## config.mk

```make
export PLATFORM = sky130hd
export DESIGN_NAME = rlc_compressor
export DESIGN_NICKNAME = d
export VERILOG_FILES = /design/src/rtl/rlc_pkg.sv /design/src/rtl/rlc_diff.sv /design/src/rtl/rlc_run_tracker.sv /design/src/rtl/rlc_out_stage.sv /design/src/rtl/rlc_compressor.sv
export SDC_FILE = /design/constraint.sdc
export NUM_CORES = 1
export LEC_CHECK = 0
export ABC_AREA = 1
export BUFFER_PORTS_ARGS = -buffer_cell sky130_fd_sc_hd__buf_2
export CORE_ASPECT_RATIO = 1.5
export CORE_UTILIZATION = 40
export DETAILED_ROUTE_END_ITERATION = 12
export SYNTH_ARGS = -nofsm -noshare
export SYNTH_HDL_FRONTEND = slang
export SYNTH_HIERARCHICAL = 1
export SYNTH_SLANG_ARGS = --single-unit
export TNS_END_PERCENT = 1
```

## constraint.sdc

```tcl
create_clock -name clk -period 3.1 [get_ports clk]
set_input_delay 0.62 -clock clk [delete_from_list [all_inputs] [get_ports clk]]
set_output_delay 0.62 -clock clk [all_outputs]
set_load 0.01 [all_outputs]
```

## src/rtl/rlc_pkg.sv

```systemverilog
package rlc_pkg;

    typedef enum logic [1:0] {
        END_NONE   = 2'd0,
        END_CHANGE = 2'd1,
        END_SPLIT  = 2'd2,
        END_FLUSH  = 2'd3
    } run_end_e;

endpackage

```

## src/rtl/rlc_diff.sv

```systemverilog
module rlc_diff #(
    parameter int unsigned W = 8
) (
    input  logic [W-1:0] old_val,
    input  logic [W-1:0] new_val,
    output logic [W-1:0] flip_mask,
    output logic         differs
);

    for (genvar b = 0; b < W; b++) begin : g_bit
        assign flip_mask[b] = old_val[b] ^ new_val[b];
    end

    assign differs = |flip_mask;

endmodule

```

## src/rtl/rlc_run_tracker.sv

```systemverilog
module rlc_run_tracker
    import rlc_pkg::*;
#(
    parameter int unsigned W     = 8,
    parameter int unsigned CNT_W = 16
) (
    input  logic             clk,
    input  logic             rst_n,
    input  logic             take,
    input  logic [W-1:0]     sample,
    input  logic             flush_take,
    output logic             emit,
    output logic [W-1:0]     emit_prev,
    output logic [W-1:0]     emit_mask,
    output logic [CNT_W-1:0] emit_len
);

    localparam logic [CNT_W-1:0] CNT_MAX = '1;
    localparam logic [CNT_W-1:0] CNT_ONE = CNT_W'(1);

    typedef struct packed {
        logic             active;
        logic [W-1:0]     level;
        logic [CNT_W-1:0] count;
    } run_t;

    run_t     run_d, run_q;
    run_end_e why;

    logic [W-1:0] flips;
    logic         changed;

    rlc_diff #(.W(W)) u_diff (
        .old_val   (run_q.level),
        .new_val   (sample),
        .flip_mask (flips),
        .differs   (changed)
    );

    always_comb begin
        run_d     = run_q;
        emit      = 1'b0;
        why       = END_NONE;
        emit_prev = run_q.level;
        emit_mask = '0;
        emit_len  = run_q.count;
        if (flush_take) begin
            if (run_q.active) begin
                emit = 1'b1;
                why  = END_FLUSH;
            end
            run_d.active = 1'b0;
            run_d.count  = '0;
        end else if (take) begin
            if (!run_q.active) begin
                run_d.active = 1'b1;
                run_d.level  = sample;
                run_d.count  = CNT_ONE;
            end else if (changed) begin
                emit        = 1'b1;
                why         = END_CHANGE;
                emit_mask   = flips;
                run_d.level = sample;
                run_d.count = CNT_ONE;
            end else if (run_q.count == CNT_MAX) begin
                emit        = 1'b1;
                why         = END_SPLIT;
                run_d.count = CNT_ONE;
            end else begin
                run_d.count = run_q.count + CNT_ONE;
            end
        end
    end

    always_ff @(posedge clk or negedge rst_n) begin
        if (!rst_n) begin
            run_q <= '0;
        end else begin
            run_q <= run_d;
        end
    end

    // opening a run never produces a record
    p_open_silent_r2: assert property (@(posedge clk) disable iff (!rst_n)
        take && !run_q.active |-> !emit);

    // a change record always has at least one flipped bit
    p_change_mask_r4: assert property (@(posedge clk) disable iff (!rst_n)
        emit && why == END_CHANGE |-> emit_mask != '0);

    // a split record happens only at a full counter
    p_split_full_r5: assert property (@(posedge clk) disable iff (!rst_n)
        emit && why == END_SPLIT |-> emit_len == CNT_MAX && emit_mask == '0);

    // an accepted flush leaves no run open
    p_flush_closes_r6: assert property (@(posedge clk) disable iff (!rst_n)
        flush_take |=> !run_q.active);

    // a flush and a sample are never taken together
    p_no_both_r7: assert property (@(posedge clk) disable iff (!rst_n)
        !(flush_take && take));

    // an open run always has a nonzero count
    p_run_nonzero_r9: assert property (@(posedge clk) disable iff (!rst_n)
        run_q.active |-> run_q.count != '0);

endmodule

```

## src/rtl/rlc_out_stage.sv

```systemverilog
module rlc_out_stage #(
    parameter int unsigned W     = 8,
    parameter int unsigned CNT_W = 16
) (
    input  logic             clk,
    input  logic             rst_n,
    input  logic             load,
    input  logic [W-1:0]     in_prev,
    input  logic [W-1:0]     in_mask,
    input  logic [CNT_W-1:0] in_len,
    input  logic             out_ready,
    output logic             out_valid,
    output logic [W-1:0]     out_prev,
    output logic [W-1:0]     out_mask,
    output logic [CNT_W-1:0] out_len,
    output logic             free
);

    typedef struct packed {
        logic             valid;
        logic [W-1:0]     prev;
        logic [W-1:0]     mask;
        logic [CNT_W-1:0] len;
    } slot_t;

    slot_t slot_d, slot_q;

    assign free = !slot_q.valid || out_ready;

    always_comb begin
        slot_d = slot_q;
        if (free) begin
            slot_d.valid = load;
            if (load) begin
                slot_d.prev = in_prev;
                slot_d.mask = in_mask;
                slot_d.len  = in_len;
            end
        end
    end

    always_ff @(posedge clk or negedge rst_n) begin
        if (!rst_n) begin
            slot_q <= '0;
        end else begin
            slot_q <= slot_d;
        end
    end

    assign out_valid = slot_q.valid;
    assign out_prev  = slot_q.prev;
    assign out_mask  = slot_q.mask;
    assign out_len   = slot_q.len;

    // a stalled record holds every field
    p_hold_r8: assert property (@(posedge clk) disable iff (!rst_n)
        out_valid && !out_ready |=> out_valid && $stable(out_prev)
                                   && $stable(out_mask) && $stable(out_len));

    // a record is offered only when the slot can take it
    p_no_drop_r10: assert property (@(posedge clk) disable iff (!rst_n)
        load |-> free);

    // a presented record never has zero length
    p_len_nonzero_r9: assert property (@(posedge clk) disable iff (!rst_n)
        out_valid |-> out_len != '0);

endmodule

```

## src/rtl/rlc_compressor.sv

```systemverilog
module rlc_compressor #(
    parameter int unsigned W     = 8,
    parameter int unsigned CNT_W = 16
) (
    input  logic             clk,
    input  logic             rst_n,
    input  logic             smp_valid,
    input  logic [W-1:0]     smp_data,
    output logic             smp_ready,
    input  logic             flush_req,
    output logic             rec_valid,
    input  logic             rec_ready,
    output logic [W-1:0]     rec_prev,
    output logic [W-1:0]     rec_mask,
    output logic [CNT_W-1:0] rec_len
);

    logic             slot_free;
    logic             take;
    logic             flush_take;
    logic             emit;
    logic [W-1:0]     emit_prev;
    logic [W-1:0]     emit_mask;
    logic [CNT_W-1:0] emit_len;

    assign smp_ready  = slot_free && !flush_req;
    assign take       = smp_valid && smp_ready;
    assign flush_take = flush_req && slot_free;

    rlc_run_tracker #(.W(W), .CNT_W(CNT_W)) u_track (
        .clk        (clk),
        .rst_n      (rst_n),
        .take       (take),
        .sample     (smp_data),
        .flush_take (flush_take),
        .emit       (emit),
        .emit_prev  (emit_prev),
        .emit_mask  (emit_mask),
        .emit_len   (emit_len)
    );

    rlc_out_stage #(.W(W), .CNT_W(CNT_W)) u_out (
        .clk       (clk),
        .rst_n     (rst_n),
        .load      (emit),
        .in_prev   (emit_prev),
        .in_mask   (emit_mask),
        .in_len    (emit_len),
        .out_ready (rec_ready),
        .out_valid (rec_valid),
        .out_prev  (rec_prev),
        .out_mask  (rec_mask),
        .out_len   (rec_len),
        .free      (slot_free)
    );

    // a pending flush blocks sample intake
    p_flush_stalls_r7: assert property (@(posedge clk) disable iff (!rst_n)
        flush_req |-> !smp_ready);

    // a stalled record blocks sample intake
    p_backpressure_r8: assert property (@(posedge clk) disable iff (!rst_n)
        rec_valid && !rec_ready |-> !smp_ready);

endmodule

```

==> results.yml, run 1 <==
sta:
  post-route-min-period_ns: 2.14
  slew_headroom: 0.556
  post-route-period-util: 0.691
  hold_violations: 0
  setup_violations: 0
  tns_ns: 0
  rsz0062_at_grt: "false"
  worst_slew_pin_slew_ns: 0.666
  drv_slew: 0
  skew_ns: 0.00543
  fmax_ghz: 0.467
yosys:
  synth-seq-area-share: 0.448
  postSynthCellCount: 431
  avgSynthCellArea_um2: 7.51
  ys_ff_latch: 58
  yosysWarnings: 6
  syn-num-nets: 445
  synth_area_mm2: 0.00324
  synthDistinctLibCells: 27
placed_design:
  place_congestion: 0.849
  placement.io_buffers: 46
  post-dp-hpwl_um: 5090
  dpl-instance-area_mm2: 0.00337
drt:
  via_per_inst: 4.63
  ant_nets: 0
  wire_per_inst_um: 12.3
  drtPass1Iterations: 4
  vias: 2609
  routed_wl_um: 6930
  drt_iter0_markers: 141
  drc_errors: 0
worst_setup_path:
  crit_family: "simple AND/OR/NAND/NOR gates"
  critPathLaunch: "rec_ready"
  regToRegStartpoint: "u_out/out_valid$_DFFE_PN0P_"
  crit_type: "in -> reg"
  crit_buf_inv: 5
  required_ns: 3.31
  timing.rr.end: "u_out/out_len[14]$_DFFE_PN0P_"
  r2r_slack_ns: 0.96
  crit_arrival_ns: 2.35
  slowest_delay_ns: 0.29
  end_kind: "register"
  crit_slowest_cell: "nand2_4"
  crit_path_max_fanout: 36
  reg2regPathDepth: 12
  crit_chain: "buf_2, inv_1, nand2_4, nand2_2, nor2_2, nor2_1, buf_4, nor2_1, o21ai_0, inv_1, buf_4, nand2_4, nand2_1, nand2_1"
  crit_path_start_kind: "primary input"
clock_network:
  cts_buffers: 9
  hold_buffers: 0
  clockBufferDepth: 2
  cts.sinks: 58
  cts_tree: "done"
  htreeDepth: 3
  cts_root_buf: "clkbuf_16"
  clk_latency_ns: 0.32
  clk_pin_slew_ns: 0.05
  post-cts-setup-buffers: 0
  post_cts_resized: 0
final_layout:
  final_area_mm2: 0.00368
  area_growth_pct: 13.6
  diodes: 0
  drive_gt1_frac: 0.189
  final_nets: 471
  fillCellCount: 776
die:
  die_h_um: 112
  core-area_mm2: 0.00771
  rows: 39
  die_w_um: 75.5
  die_area_mm2: 0.00846
  io_pins: 47
  start_util: 0.420
grt:
  grt_pass1_wl_um: 11500
  grt_max_degree: 37
  grt_antenna_before_repair: 0
  track_usage: 0.182
  grt_overflow_total: 0
  grt_pass1_vias: 2456
pwr:
  power_density_mw_per_mm2: 609
  peakVddDrop_v: 0.000338
  p_leak_nw: 2.05
worst_hold_path:
  min_path_type: "in -> async"
run:
  drv_cap: 0
run_status:
  run_status: "finished clean"
-- state kept, by name (all words and copies together) (netlist names) --
| signal | count |
|---|---|
| u_out/out_len | 16 |
| u_track/emit_len | 16 |
| u_out/out_mask | 8 |
| u_out/out_prev | 8 |
| u_track/emit_prev | 8 |
| u_out/out_valid | 1 |
| u_track/run_q | 1 |
-- power by group --
group	internal, mW	switching [mW]	leakage (nW)
Clock	0.680	0.318	0.152
Sequential	0.847	0.0575	0.778
Combinational	0.130	0.206	1.12
Total	1.66	0.582	2.05
-- per-layer routing --
layer  part of all wire  GRT usage
met4              0.020     0.0778
met5                  0          0
met2               0.52      0.308
met1               0.43      0.216
met3              0.029     0.0404
-- worst max-delay path by stage --
stage / end / cells past startpoint
finish: u_out/out_len[14]$_DFFE_PN0P_ / 14
global route: u_out/out_len[9]$_DFFE_PN0P_ / 14
CTS: u_out/out_len[14]$_DFFE_PN0P_ / 12
detailed placement: u_out/out_len[9]$_DFFE_PN0P_ / 14
global placement: u_out/out_len[14]$_DFFE_PN0P_ / 14
floorplan: u_out/out_len[0]$_DFFE_PN0P_ / 13
-- per-stage QoR --
stage               hold slack, ns  instances  utilization  power (mW)  setup slack (ns)
global placement             0.452        548        0.437        1.25             0.649
CTS                          0.343        563        0.477        2.27             0.919
floorplan                    0.324        431            -        1.17              1.12
detailed placement           0.453        548        0.437        1.26             0.597
finish                       0.327        563        0.477        2.24             0.959
global route                 0.383        563        0.477        2.36             0.679
-- kinds of logic after synthesis --
kind of cell / share of synthesized area
AND/OR/NAND/NOR: 0.326
buffers and inverters: 0.145
flip-flops: 0.448
AO/OA/AOI/OAI: 0.0375
multiplexers: 0.0278
XOR/XNOR: 0.0108
adder cells (fa/ha/maj): 0.00386
-- layout make-up --
type | count | area (µm²) | area share
sequential | 58 | 1450 | 0.395
multi-input combinational | 285 | 1320 | 0.358
timing repair buffer | 51 | 280 | 0.0762
clock buffer | 13 | 270 | 0.0735
inverter | 52 | 198 | 0.0538
tap | 102 | 128 | 0.0347
clock inverter | 2 | 35.0 | 0.00953
-- cells in the mapped netlist (all sizes together) --
| cell | instances | area share |
|---|---|---|
| dfrtp | 58 | 0.45 |
| ha | 1 | 0.0039 |
| xnor2 | 2 | 0.0054 |
| nand3b | 1 | 0.0023 |
| nand4 | 3 | 0.0058 |
| inv | 52 | 0.061 |
| buf | 35 | 0.083 |
| o22ai | 1 | 0.0019 |
| clkbuf | 1 | 0.0012 |
| nor3 | 1 | 0.0015 |
| mux2 | 8 | 0.028 |
| nor2 | 33 | 0.041 |
| o21ai | 17 | 0.031 |
| xor2 | 2 | 0.0054 |
| nand3 | 43 | 0.070 |
| nand2 | 170 | 0.20 |
| a21oi | 3 | 0.0046 |
-- placed cells by master (no fill, tap or decap), types with 2 or more instances in the layout --
master and count:
nor2_1 29, nand2_1 164, dfrtp_1 58, xnor2_1 2, nand2_4 2, nand4_1 3, nor2_2 4, buf_2 46
nand3_1 42, buf_4 4, inv_1 51, nand2_2 4, mux2_2 8, clkbuf_16 9, xor2_1 2, a21oi_1 3
o21ai_1 3, clkbuf_8 3, o21ai_0 12
No activity file was read; power rests on OpenSTA's default activity.
==> inputs of run 2 (changes only) <==
==> constraint.sdc (replaced) <==
create_clock -name clk -period 1.8 [get_ports clk]
set_input_delay 0.36 -clock clk [delete_from_list [all_inputs] [get_ports clk]]
set_output_delay 0.36 -clock clk [all_outputs]
set_load 0.01 [all_outputs]
==> run 2 against run 1 <==
Hold slack worse by 0.30 ns. Register-to-register slack worse by 0.90 ns. Power up 77%. Combinational power up 110%. Sequential power up 73%. Utilization up 4.4 points. Largest cell class unchanged. First-iteration DRC count down 2.8%. Final area up 9.3%. Via count up 5.3%. Clock power up 70%. Clock skew about the same.
==> results.yml, run 2 (same netlist as run 1, synthesis figures left out) <==
die:
  core-area_mm2: 0.00771
  die_h_um: 112
  die_area_mm2: 0.00846
  rows: 39
  io_pins: 47
  die_w_um: 75.5
  start_util: 0.420
clock_network:
  clk_latency_ns: 0.33
  clk_pin_slew_ns: 0.05
  clockBufferDepth: 2
  cts_root_buf: "clkbuf_16"
  cts_buffers: 9
  htreeDepth: 3
  cts_tree: "done"
  cts.sinks: 58
grt:
  grt_pass1_vias: 2606
  grt_overflow_total: 0
  track_usage: 0.195
  grt_antenna_before_repair: 0
  grt_pass1_wl_um: 12200
  grt_max_degree: 59
worst_setup_path:
  crit_path_start_kind: "register"
  crit_path_max_fanout: 8
  required_ns: 2.02
  r2r_slack_ns: 0.06
  end_kind: "register"
  crit_arrival_ns: 1.96
  crit_type: "reg -> reg"
sta:
  hold_violations: 0
  fmax_ghz: 0.573
  slew_headroom: 0.749
  skew_ns: 0.00560
  worst_slew_pin_slew_ns: 0.376
  post-route-min-period_ns: 1.74
  drv_slew: 0
  setup_violations: 0
  rsz0062_at_grt: "true"
  post-route-period-util: 0.969
  setup_ws_ns: 0.0559
final_layout:
  diodes: 0
  multi_input_area_mm2: 0.00137
  final_area_mm2: 0.00402
  layout_commonest_cell: "nand2_1"
  fillCellCount: 797
  area_growth_pct: 24.2
  final_nets: 503
  regArea_mm2: 0.00145
  drive_gt1_frac: 0.263
  final_cell_mix: "nand2_1 (158), dfrtp_1 (58), inv_1 (49)"
placed_design:
  post-place-ws_ns: -0.0312
  post-dp-hpwl_um: 5430
  dpl-instance-area_mm2: 0.00362
  placement.io_buffers: 46
  place_congestion: 0.783
drt:
  drtPass1Iterations: 4
  drt_iter0_markers: 137
  ant_nets: 0
  drc_errors: 0
  via_per_inst: 4.61
  wire_per_inst_um: 12.6
  routed_wl_um: 7540
  vias: 2747
run_status:
  run_status: "finished clean"
pwr:
  power_density_mw_per_mm2: 988
  peakVddDrop_v: 0.000468
  p_leak_nw: 2.25
run:
  drv_cap: 0
worst_hold_path:
  min_path_type: "in -> async"
## run 2: report_power, final
part,internal [mW],switching (mW),total [mW]
clock,1.14,0.561,1.70
sequential,1.46,0.105,1.56
combinational,0.307,0.397,0.704
## run 2: cell type report
| type | count | area share |
|---|---|---|
| Multi-Input combinational cell | 285 | 0.341 |
| Clock inverter | 2 | 0.00871 |
| Timing Repair Buffer | 83 | 0.143 |
| Inverter | 52 | 0.0492 |
| Tap cell | 102 | 0.0317 |
| Clock buffer | 14 | 0.0657 |
| Sequential cell | 58 | 0.361 |
## run 2: what timing repair did
action,4_1_cts,5_1_grt
gates resized for setup,0,21
cloned,0,0
endpoints found under the hold margin,0,0
pin swaps,1,8
endpoints found under the setup margin,25,42
buffers inserted,0,4
hold buffers,0,0
## run 2: stage by stage
stage	power [mW]	hold slack (ns)	setup TNS, ns	util	instances
global route	4.18	0.0471	-0.417	0.521	596
finish	3.97	0.0231	0	0.521	596
floorplan	2.02	0.0644	0	-	431
CTS	3.94	0.0423	0	0.508	592
global placement	2.20	0.391	0	0.469	576
detailed placement	2.22	0.395	-0.147	0.469	576
## run 2: final timing paths
path,startpoint,to,depth (start not counted)
min reg2reg,u_out/out_mask[1]$_DFFE_PN0P_,u_out/out_mask[1]$_DFFE_PN0P_,2
max,u_track/emit_prev[3]$_DFFE_PN0P_,u_track/emit_prev[6]$_DFFE_PN0P_,10
min in group clk,smp_data[5],u_track/emit_prev[5]$_DFFE_PN0P_,2
max reg2reg,u_track/emit_prev[3]$_DFFE_PN0P_,u_track/emit_prev[6]$_DFFE_PN0P_,10
min,rst_n,u_out/out_prev[6]$_DFFE_PN0P_,2
max in group asynchronous,rst_n,u_track/emit_prev[2]$_DFFE_PN0P_,2
## run 2: critical path, stage by stage, from the launching register on
cell and delay, ns:
dfrtp_1 0.41, inv_1 0.07, nand2_1 0.06, nand2_2 0.07, nand2_1 0.06, nor2_1 0.12
nand2_2 0.08, buf_6 0.13, o21ai_4 0.16, buf_12 0.15, mux2_2 0.33
## run 2: per-layer routing
layer / track usage / wire length [µm] / vias to the layer above
met5: 0 / 0 / -
met4: 0.115 / 273 / 0
met3: 0.0386 / 221 / 20
met2: 0.323 / 3890 / 47
met1: 0.226 / 3150 / 1254
li1: - / - / 1426
